===== src/rtl/tw_pkg.sv =====
`timescale 1ns/1ps
package tw_pkg;
  localparam int unsigned BYTE_W  = 8;
  localparam int unsigned IDX_W   = 3;
  localparam int unsigned SEC_ALL = 6;
  localparam int unsigned SEC_HMS = 2;
  localparam logic [3:0]  PREAMBLE = 4'b0110;

  typedef enum logic [2:0] {
    OP_RESET    = 3'd0,
    OP_STATUS   = 3'd1,
    OP_TIME_ALL = 3'd2,
    OP_TIME_HMS = 3'd3,
    OP_ALARM1   = 3'd4,
    OP_ALARM2   = 3'd5,
    OP_TEST_ON  = 3'd6,
    OP_TEST_OFF = 3'd7
  } op_e;

  typedef enum logic [2:0] {
    ST_IDLE, ST_CMD, ST_WR, ST_RD, ST_SKIP
  } st_e;

  typedef struct packed {
    logic             hit;
    op_e              op;
    logic             rd;
    logic [IDX_W-1:0] nbytes;
    logic             do_reset;
    logic             test_on;
    logic             test_off;
    logic             pwr_clr;
  } cmd_t;
endpackage


===== src/rtl/tw_sync.sv =====
`timescale 1ns/1ps
module tw_sync #(
  parameter int W      = 3,
  parameter int STAGES = 2
) (
  input  logic         clk,
  input  logic         rst_n,
  input  logic [W-1:0] d_i,
  output logic [W-1:0] q_o,
  output logic [W-1:0] q_prev_o
);
  logic [STAGES:0][W-1:0] stg_q;

  always_ff @(posedge clk or negedge rst_n) begin
    if (!rst_n) stg_q <= '0;
    else        stg_q <= {stg_q[STAGES-1:0], d_i};
  end

  assign q_o      = stg_q[STAGES-1];
  assign q_prev_o = stg_q[STAGES];
endmodule


===== src/rtl/tw_decode.sv =====
`timescale 1ns/1ps
module tw_decode
  import tw_pkg::*;
(
  input  logic [BYTE_W-1:0] byte_i,
  output cmd_t              cmd_o
);
  always_comb begin
    cmd_o.hit = (byte_i[BYTE_W-1:BYTE_W-4] == PREAMBLE);
    cmd_o.op  = op_e'(byte_i[3:1]);
    cmd_o.rd  = byte_i[0];
    unique case (cmd_o.op)
      OP_STATUS:            cmd_o.nbytes = IDX_W'(1);
      OP_TIME_ALL:          cmd_o.nbytes = IDX_W'(7);
      OP_TIME_HMS:          cmd_o.nbytes = IDX_W'(3);
      OP_ALARM1, OP_ALARM2: cmd_o.nbytes = IDX_W'(2);
      default:              cmd_o.nbytes = '0;
    endcase
    cmd_o.do_reset = cmd_o.hit && (cmd_o.op == OP_RESET);
    cmd_o.test_on  = cmd_o.hit && (cmd_o.op == OP_TEST_ON);
    cmd_o.test_off = cmd_o.hit && (cmd_o.op == OP_TEST_OFF);
    cmd_o.pwr_clr  = cmd_o.hit && (cmd_o.op == OP_STATUS) && cmd_o.rd;
  end
endmodule


===== src/rtl/tw_rtc_port.sv =====
`timescale 1ns/1ps
module tw_rtc_port
  import tw_pkg::*;
#(
  parameter int SYNC_STAGES = 2
) (
  input  logic              clk,
  input  logic              rst_n,
  input  logic              cs_i,
  input  logic              sck_i,
  input  logic              sio_i,
  output logic              sio_out_o,
  output logic              sio_oe_o,
  output logic [2:0]        rf_sel_o,
  output logic [IDX_W-1:0]  rf_idx_o,
  output logic              rf_wr_o,
  output logic [BYTE_W-1:0] rf_wdata_o,
  input  logic [BYTE_W-1:0] rf_rdata_i,
  output logic              cmd_reset_o,
  output logic              pwr_clr_o,
  output logic              test_flag_o
);
  localparam int CNT_W = $clog2(BYTE_W);

  // pin synchronizer: bit 2 = data, bit 1 = clock, bit 0 = select
  logic [2:0] pin_s, pin_p;
  tw_sync #(.W(3), .STAGES(SYNC_STAGES)) u_sync (
    .clk(clk), .rst_n(rst_n), .d_i({sio_i, sck_i, cs_i}),
    .q_o(pin_s), .q_prev_o(pin_p)
  );

  logic cs_s, cs_p, sck_s, sck_p, sio_s;
  assign cs_s  = pin_s[0];
  assign cs_p  = pin_p[0];
  assign sck_s = pin_s[1];
  assign sck_p = pin_p[1];
  assign sio_s = pin_s[2];

  logic sck_rise, sck_fall, cs_rise, cs_fall;
  assign sck_rise = cs_s &  sck_s & ~sck_p;
  assign sck_fall = cs_s & ~sck_s &  sck_p;
  assign cs_rise  =  cs_s & ~cs_p;
  assign cs_fall  = ~cs_s &  cs_p;

  st_e               st_q, st_d;
  logic [CNT_W-1:0]  bcnt_q, bcnt_d;
  logic [IDX_W-1:0]  idx_q, idx_d, nb_q, nb_d;
  op_e               sel_q, sel_d;
  logic [BYTE_W-1:0] sh_q, sh_d, wdata_q, wdata_d;
  logic [BYTE_W-2:0] cmd_q, cmd_d;
  logic              out_q, out_d, oe_q, oe_d, wr_q, wr_d, load_q, load_d;
  logic              rstp_q, rstp_d, clr_q, clr_d, test_q, test_d;

  // command decode on the byte completed by the current bit
  logic [BYTE_W-1:0] dec_in;
  cmd_t              dec;
  assign dec_in = {cmd_q, sio_s};
  tw_decode u_dec (.byte_i(dec_in), .cmd_o(dec));

  logic              sec_byte;
  logic [IDX_W:0]    idx_inc;
  assign sec_byte = ((sel_q == OP_TIME_ALL) && (idx_q == IDX_W'(SEC_ALL))) ||
                    ((sel_q == OP_TIME_HMS) && (idx_q == IDX_W'(SEC_HMS)));
  assign idx_inc  = {1'b0, idx_q} + 1'b1;

  always_comb begin
    st_d    = st_q;   bcnt_d = bcnt_q; idx_d  = idx_q;  nb_d   = nb_q;
    sel_d   = sel_q;  sh_d   = sh_q;   cmd_d  = cmd_q;  out_d  = out_q;
    oe_d    = oe_q;   wdata_d = wdata_q; test_d = test_q;
    wr_d    = 1'b0;   load_d = 1'b0;   rstp_d = 1'b0;   clr_d  = 1'b0;

    if (load_q)
      sh_d = sec_byte ? {test_q, rf_rdata_i[BYTE_W-2:0]} : rf_rdata_i;

    if (wr_q) begin
      idx_d = idx_inc[IDX_W-1:0];
      if (idx_inc == {1'b0, nb_q}) st_d = ST_SKIP;
    end

    if (cs_fall) begin
      st_d = ST_IDLE;
      oe_d = 1'b0;
    end else begin
      unique case (st_q)
        ST_IDLE: if (cs_rise) begin
          st_d   = ST_CMD;
          bcnt_d = '0;
        end
        ST_CMD: if (sck_rise) begin
          cmd_d  = dec_in[BYTE_W-2:0];
          bcnt_d = bcnt_q + 1'b1;
          if (bcnt_q == CNT_W'(BYTE_W-1)) begin
            idx_d = '0;
            sel_d = dec.op;
            nb_d  = dec.nbytes;
            if (!dec.hit) st_d = ST_SKIP;
            else if (dec.do_reset) begin
              rstp_d = 1'b1; test_d = 1'b0; st_d = ST_SKIP;
            end else if (dec.test_on) begin
              test_d = 1'b1; st_d = ST_SKIP;
            end else if (dec.test_off) begin
              test_d = 1'b0; st_d = ST_SKIP;
            end else if (dec.rd) begin
              st_d = ST_RD; load_d = 1'b1; clr_d = dec.pwr_clr;
            end else st_d = ST_WR;
          end
        end
        ST_WR: if (sck_rise) begin
          sh_d   = {sio_s, sh_q[BYTE_W-1:1]};
          bcnt_d = bcnt_q + 1'b1;
          if (bcnt_q == CNT_W'(BYTE_W-1)) begin
            wr_d    = 1'b1;
            wdata_d = {sio_s, sh_q[BYTE_W-1:1]};
          end
        end
        ST_RD: if (sck_fall) begin
          if (idx_q == nb_q) begin
            st_d = ST_SKIP;
            oe_d = 1'b0;
          end else begin
            oe_d   = 1'b1;
            out_d  = sh_q[bcnt_q];
            bcnt_d = bcnt_q + 1'b1;
            if (bcnt_q == CNT_W'(BYTE_W-1)) begin
              idx_d  = idx_inc[IDX_W-1:0];
              load_d = 1'b1;
            end
          end
        end
        default: ;
      endcase
    end
  end

  always_ff @(posedge clk or negedge rst_n) begin
    if (!rst_n) begin
      st_q <= ST_IDLE; bcnt_q <= '0; idx_q <= '0; nb_q <= '0;
      sel_q <= OP_RESET; sh_q <= '0; cmd_q <= '0; out_q <= 1'b0;
      oe_q <= 1'b0; wr_q <= 1'b0; wdata_q <= '0; load_q <= 1'b0;
      rstp_q <= 1'b0; clr_q <= 1'b0; test_q <= 1'b0;
    end else begin
      st_q <= st_d; bcnt_q <= bcnt_d; idx_q <= idx_d; nb_q <= nb_d;
      sel_q <= sel_d; sh_q <= sh_d; cmd_q <= cmd_d; out_q <= out_d;
      oe_q <= oe_d; wr_q <= wr_d; wdata_q <= wdata_d; load_q <= load_d;
      rstp_q <= rstp_d; clr_q <= clr_d; test_q <= test_d;
    end
  end

  assign sio_out_o   = out_q;
  assign sio_oe_o    = oe_q;
  assign rf_sel_o    = sel_q;
  assign rf_idx_o    = idx_q;
  assign rf_wr_o     = wr_q;
  assign rf_wdata_o  = wdata_q;
  assign cmd_reset_o = rstp_q;
  assign pwr_clr_o   = clr_q;
  assign test_flag_o = test_q;

  p_oe_off_cs_low_r9: assert property (@(posedge clk) disable iff (!rst_n)
    (!cs_s && !cs_p) |-> !sio_oe_o);
  p_wr_not_reading_r3: assert property (@(posedge clk) disable iff (!rst_n)
    rf_wr_o |-> !sio_oe_o);
  p_wr_single_r3: assert property (@(posedge clk) disable iff (!rst_n)
    rf_wr_o |=> !rf_wr_o);
  p_wr_idx_bound_r3: assert property (@(posedge clk) disable iff (!rst_n)
    rf_wr_o |-> ({1'b0, rf_idx_o} < {1'b0, nb_q}));
  p_oe_only_read_r4: assert property (@(posedge clk) disable iff (!rst_n)
    sio_oe_o |-> (st_q == ST_RD));
  p_out_on_fall_r4: assert property (@(posedge clk) disable iff (!rst_n)
    (sio_oe_o && !$stable(sio_out_o)) |-> $past(sck_fall));
  p_reset_clears_test_r6: assert property (@(posedge clk) disable iff (!rst_n)
    cmd_reset_o |-> !test_flag_o);
  p_clr_single_r7: assert property (@(posedge clk) disable iff (!rst_n)
    pwr_clr_o |=> !pwr_clr_o);
endmodule


===== config.mk =====
export PLATFORM = sky130hd
export DESIGN_NAME = tw_rtc_port
export DESIGN_NICKNAME = d
export VERILOG_FILES = /design/src/rtl/tw_pkg.sv /design/src/rtl/tw_sync.sv /design/src/rtl/tw_decode.sv /design/src/rtl/tw_rtc_port.sv
export SDC_FILE = /design/constraint.sdc
export NUM_CORES = 1
export LEC_CHECK = 0
export ABC_AREA = 1
export BUFFER_PORTS_ARGS = -buffer_cell sky130_fd_sc_hd__buf_4
export CORE_MARGIN = 1
export CORE_UTILIZATION = 57
export DETAILED_ROUTE_END_ITERATION = 10
export GPL_TIMING_DRIVEN = 0
export PLACE_DENSITY_LB_ADDON = 0.08
export SYNTH_ARGS = -nofsm -noshare
export SYNTH_HDL_FRONTEND = slang
export SYNTH_SLANG_ARGS = --single-unit

===== constraint.sdc =====
create_clock -name clk -period 2.1 [get_ports clk]
set_clock_uncertainty 0.15 [all_clocks]
set_input_delay 0.21 -clock clk [delete_from_list [all_inputs] [get_ports clk]]
set_output_delay 0.21 -clock clk [all_outputs]
set_load 0.005 [all_outputs]

Word level (Yosys, flattened, before mapping)
Index checks and enable logic that the tools add are counted.
{"block": "op_classes", "add_sub_neg": 2, "n_lt_le_gt_ge": 1, "n_eq_ne": 22, "mux": 72, "n_bitwise": 12, "n_reduce_logical": 23}
{"operator": "$mux 3", "count": 23}
{"operator": "$mux 8", "count": 5}
{"operator": "$mux 1", "count": 38}
{"operator": "$eq 3x2->1 const B", "count": 7}
{"operator": "$eq 3x3->1 const B", "count": 6}
{"operator": "$pmux 3 s3", "count": 2}
{"operator": "$pmux 3 s4", "count": 1}
{"operator": "$reduce_and 4->1", "count": 3}
{"operator": "$reduce_and 6->1", "count": 2}
{"operator": "$logic_and 1x1->1", "count": 7}
{"operator": "$and 1x1->1", "count": 6}
{"operator": "$eq 3x1->1 const B", "count": 2}
{"operator": "$logic_not 3->1", "count": 2}
{"operator": "$ne 2x2->1 const B", "count": 3}
{"operator": "$not 1->1", "count": 6}
{"operator": "$pmux 3 s2", "count": 1}
{"operator": "$reduce_bool 3->1", "count": 2}
{"operator": "$add 3x1->4 const B", "count": 1}
{"operator": "$eq 4x3->1", "count": 1}
{"operator": "$eq 4x3->1 const B", "count": 1}
{"operator": "$lt 3x4->1 const B", "count": 1}
{"operator": "$reduce_bool 2->1", "count": 2}
{"operator": "$reduce_or 2->1", "count": 2}
{"operator": "$add 3x1->3 const B", "count": 1}
{"operator": "other kinds (7)", "count": 7}
{"block": "totals", "regBits": 53, "inputBits": 13, "out_inout_bits": 20, "elab_cells": 150}

Depth between registers and ports, before layout
{"block": "logic_depth", "ltp_word": 12, "depth_mapped": 11, "ltp_nobuf": 11}

Modules after synthesis
From an unflattened synthesis, not the netlist that was laid out.
{"block": "hier_totals", "hier_cells": 346, "area_unflattened_um2": 2870.3}
{"module": "tw_rtc_port", "n_inst": 1, "cells_per_inst": 301, "area_per_inst_um2": 2458.6, "seq_area_each_um2": 1126.1}
{"module": "tw_sync", "n_inst": 1, "cells_per_inst": 15, "area_per_inst_um2": 270.3, "seq_area_each_um2": 225.2}
{"module": "tw_decode", "n_inst": 1, "cells_per_inst": 30, "area_per_inst_um2": 141.4, "seq_area_each_um2": 0.0}

Worst setup path after synthesis
OpenSTA, ideal clock, no wires.
{"block": "synth_timing", "path_type": "reg-to-reg", "start": "reg idx_q[0] (netlist: rf_idx_o[0])", "end": "reg st_q[2]", "setup_time_ns": 0.071, "arrival_time_ns": 1.466, "required_time_ns": 1.879, "setup_slack_ns": 0.412, "stages_incl_launch_ff": 12, "path_buffers": 0, "synth_period_minus_slack_ns": 1.688, "path_cell_list": "dfrtp_1 inv_2 ha_1 nand2_1 nand2_1 nor2_1 nand2_1 nor2_2 nand2_1 nand3_1 nor2_1 nor2_1"}
{"block": "synth_via", "elab_chain_len": 8, "word_cells_on_any_way": 12, "classes_between": "add/sub (1); eq/ne (2); mux (9)"}
{"element": "start: declaration", "line_no": "tw_rtc_port.sv:47", "rtl": "logic [IDX_W-1:0] idx_q, idx_d, nb_q, nb_d;"}
{"element": "start signal: assignment", "line_no": "tw_rtc_port.sv:142", "rtl": "st_q <= st_d; bcnt_q <= bcnt_d; idx_q <= idx_d; nb_q <= nb_d;"}
{"element": "$add 3x1->4", "line_no": "tw_rtc_port.sv:64", "rtl": "assign idx_inc = {1'b0, idx_q} + 1'b1;"}
{"element": "$eq 4x3->1", "line_no": "tw_rtc_port.sv:77", "rtl": "if (idx_inc == {1'b0, nb_q}) st_d = ST_SKIP;"}
{"element": "$mux 3", "line_no": "tw_rtc_port.sv:77"}
{"element": "$mux 3", "line_no": "tw_rtc_port.sv:75", "rtl": "if (wr_q) begin"}
{"element": "$mux 3 (on tied branches)", "line_no": "tw_rtc_port.sv:117, tw_rtc_port.sv:92"}
{"element": "$mux 3 (on tied branches)", "line_no": "tw_rtc_port.sv:116, tw_rtc_port.sv:89"}
{"element": "$pmux 3 s3 *", "line_no": "tw_rtc_port.sv:84", "rtl": "unique case (st_q)"}
{"element": "$mux 3 *", "line_no": "tw_rtc_port.sv:80", "rtl": "if (cs_fall) begin"}
{"element": "named net st_d[2]", "line_no": "tw_rtc_port.sv:45", "rtl": "st_e st_q, st_d;"}
{"element": "end signal: assignment", "line_no": "tw_rtc_port.sv:142"}
{"element": "end: declaration", "line_no": "tw_rtc_port.sv:45"}
The timed path passes the listed nets; every way through them passes the cells marked *.
A chain may end at the register's enable or synchronous reset.

Worst setup path after layout
{"block": "layout_timing", "start": "reg bcnt_q[0]", "end": "reg test_q (netlist: test_flag_o)"}
{"block": "layout_via", "elab_chain_len": 2}
{"element": "start: declaration", "line_no": "tw_rtc_port.sv:46", "rtl": "logic [CNT_W-1:0] bcnt_q, bcnt_d;"}
{"element": "start signal: assignment", "line_no": "tw_rtc_port.sv:142"}
{"element": "$eq 3x3->1", "line_no": "tw_rtc_port.sv:92", "rtl": "if (bcnt_q == CNT_W'(BYTE_W-1)) begin"}
{"element": "$reduce_and 6->1 (no source line)"}
{"element": "end signal: assignment", "line_no": "tw_rtc_port.sv:145", "rtl": "rstp_q <= rstp_d; clr_q <= clr_d; test_q <= test_d;"}
{"element": "end: declaration", "line_no": "tw_rtc_port.sv:52", "rtl": "logic rstp_q, rstp_d, clr_q, clr_d, test_q, test_d;"}
Every way passes these cells.

==> impl_metrics.env <==
export IMPL_status="finished, final reports clean"
export IMPL_grt_max_degree=54
export IMPL_synth_warnings=0
export IMPL_mostFrequentLayoutCell="nand2_1"
export IMPL_ys_types=33
export IMPL_port_buffers=32
export IMPL_synth_top_family_by_area="simple AND/OR/NAND/NOR gates"
export IMPL_ioPinCount=33
export IMPL_synth_seq_cells=53
export IMPL_die_h_um=69.9
export IMPL_worstSetupStartpointType="register"
export IMPL_cts_clk_slew_worst_paths_ns=0.09
export IMPL_cts_setup_buffers=0
export IMPL_area_growth_pct=16.6
export IMPL_cts_tree="done"
export IMPL_first_pass_iters=4
export IMPL_synth_xor_xnor_area_share_pct=1.33
export IMPL_total_power_w=0.00213
export IMPL_syn_area_per_cell_um2=8.18
export IMPL_grt_total_usage_pct=22.5
export IMPL_place_congestion=0.927
export IMPL_dpl_hpwl_um=3900
export IMPL_multi_input_area_um2=1120
export IMPL_core_region_area_um2=4380
export IMPL_maxCapViolations=0
export IMPL_drc=0
export IMPL_crit_path_end_kind="register"
export IMPL_path_class="reg -> reg"
export IMPL_hold_violations=0
export IMPL_power_density_nw_per_um2=697
export IMPL_cp_data_arrival_time_ns=1.94
export IMPL_period_needed_ns=1.90
export IMPL_layout_common_cells="80 x nand2_1, 53 x dfrtp_1, 37 x nor2_1, 33 x inv_1, 33 x buf_4"
export IMPL_ant_nets=0
export IMPL_p_leak_nw=1.55
export IMPL_die_area_um2=4880
export IMPL_n_antenna_cell=0
export IMPL_drive_gt1_share_pct=18.4
export IMPL_fillers=357
export IMPL_overflow=0
export IMPL_seq_area_frac_synth_pct=50.5
export IMPL_cts_buffers=5
export IMPL_synth_compound_area_share_pct=12.1
export IMPL_grt_pass1_wl_um=8740
export IMPL_area_sequential_um2=1330
export IMPL_wl_per_cell_um=12.3
export IMPL_die_w_um=69.9
export IMPL_grt_pass1_vias=1995
export IMPL_dpl_cell_area_um2=2930
export IMPL_crit_start="bcnt_q[0]"
export IMPL_rr_startpoint="bcnt_q[0]"
export IMPL_r2r_slack_ns=0.20
export IMPL_vias=2161
export IMPL_max_freq_ghz=0.527
export IMPL_worstSkewPairLatency_ns=0.30
export IMPL_reg2reg_depth=7
export IMPL_via_per_inst=5.18
export IMPL_holdWs_ns=0.0608
export IMPL_routed_wirelength_um=5140
export IMPL_synthSimpleGateAreaFrac_pct=26.6
export IMPL_min_path_type="in -> reg"
export IMPL_post_route_period_util_pct=90.3
export IMPL_start_util_pct=59.9
export IMPL_setup_viol=0
export IMPL_netlist_area_um2=2630
export IMPL_drt_initial_drc_count=124
export IMPL_finalInstanceArea_um2=3060
export IMPL_cts_max_level=2
export IMPL_synth_fp_nets=338
export IMPL_tightest_slew_ns=0.658
export IMPL_synthTopCellsByArea="dfrtp_1 51%, nand2_1 11%, nor2_1 5.3%"
export IMPL_clock_sinks=53
export IMPL_yosys_mux_area_fraction_pct=0.810
export IMPL_grt_setup_unrepaired="no"
export IMPL_synth_cells=321
export IMPL_cts_root_buf="clkbuf_8"
export IMPL_grt_antenna_before_repair=0
export IMPL_worst_path_max_fanout=9
export IMPL_nets=381
export IMPL_finalMaxSlewViolations=0
export IMPL_num_rows=24
export IMPL_ir_worst_vdd_uv=807
export IMPL_reg2reg_to="test_flag_o"
export IMPL_yosysTopAreaCell="dfrtp_1"
export IMPL_cp_required_ns=2.14
export IMPL_synth_top_area_share_pct=50.5
export IMPL_synthAdderAreaFrac_pct=1.91
export IMPL_fin_tns_setup_ns=0
export IMPL_cts_max_path_buffers=2
export IMPL_slew_headroom_pct=56.2
export IMPL_crit_end="test_flag_o"
[synth_stat cells]
cell        n
inv_1      33
buf_2       2
nor3_1      1
nand3b_1    2
nand3_1     7
nand2_1    80
inv_2       7
nor2_1     37
or2_0       1
or2_1       1
nor4_1      1
o31ai_1     1
clkbuf_1    2
nand2_2     4
nor2_2      3
xnor2_1     3
mux2_2      1
and2_1      1
a2bb2oi_1   1
nor2_4      5
nand4_1     4
a31oi_1     1
o21ai_1    13
nor3_2      1
dfrtp_1    53
a21oi_1    20
nand3_4     2
o21ai_0    26
nand3_2     1
xor2_1      1
buf_4       1
mux2i_1     1
ha_1        4
[cell families after synthesis]
| group | Yosys count |
|---|---|
| adder cells (fa/ha/maj) | 4 |
| XOR/XNOR | 4 |
| AO/OA/AOI/OAI | 62 |
| AND/OR/NAND/NOR | 151 |
| buffers and inverters | 45 |
| flip-flops | 53 |
| multiplexers | 2 |
[sequential cells by signal (all words and copies together), names as in the netlist, 2 cells and up]
register         flops
rf_wdata_o           8
nb_q                 3
rf_idx_o             3
rf_sel_o             3
cmd_q                7
bcnt_q               3
st_q                 3
u_sync.stg_q         3
sh_q                 8
u_sync.q_prev_o      2
u_sync.q_o           3
[where the power goes]
part           switching, W  internal, W
Clock              0.000332     0.000237
Sequential        0.0000656      0.00109
Combinational      0.000267     0.000141
[layer usage]
metal	vias to the layer above	global-route usage (%)	part of all wire, %	wire length, um
met5	-	0	0	0
met4	0	5.11	0.74	38
met3	4	3.61	3.2	164
met2	37	37.1	47	2400
met1	1012	31.6	49	2540
li1	1108	-	-	-
[worst min-delay path by stage]
| stage | slack [ns] | endpoint | cells past startpoint | start |
|---|---|---|---|---|
| finish | 0.06 | sh_q[0] | 3 | rf_rdata_i[0] |
| global route | 0.07 | sh_q[0] | 3 | rf_rdata_i[0] |
| CTS | 0.06 | sh_q[0] | 3 | rf_rdata_i[0] |
| detailed placement | 0.14 | rf_idx_o[1] | 1 | rst_n |
| global placement | 0.13 | rf_idx_o[1] | 1 | rst_n |
| floorplan | -0.24 | bcnt_q[0] | 0 | rst_n |
[layout make-up]
cell class              count  area share [%]
multi-input cells         223            36.7
clock buffers               5            2.25
plain buffers               5           0.818
repair buffers             36            9.16
inverters                  40            4.91
clock inverters             3           0.695
well taps                  52            2.13
flip-flops and latches     53            43.3
[through the flow]
stage               setup slack [ns]  instances  utilization [%]
floorplan                      0.412        321                -
global placement               0.217        405             66.8
detailed placement             0.214        405             66.8
CTS                            0.198        417             69.8
global route                  0.0264        417             69.8
finish                         0.204        417             69.8
[repair_timing]
action	in CTS	in global routing
resized for setup	0	0
hold buffers	4	0
endpoints found under the hold margin	56	0
[worst max-delay path: stages, from the launching register on]
cell	delay (ns)
dfrtp_1	0.45
ha_1	0.18
ha_1	0.32
nand3_4	0.17
inv_2	0.15
nand3_1	0.15
o21ai_1	0.15
o21ai_1	0.07
Power figures use the tool's default switching activity.
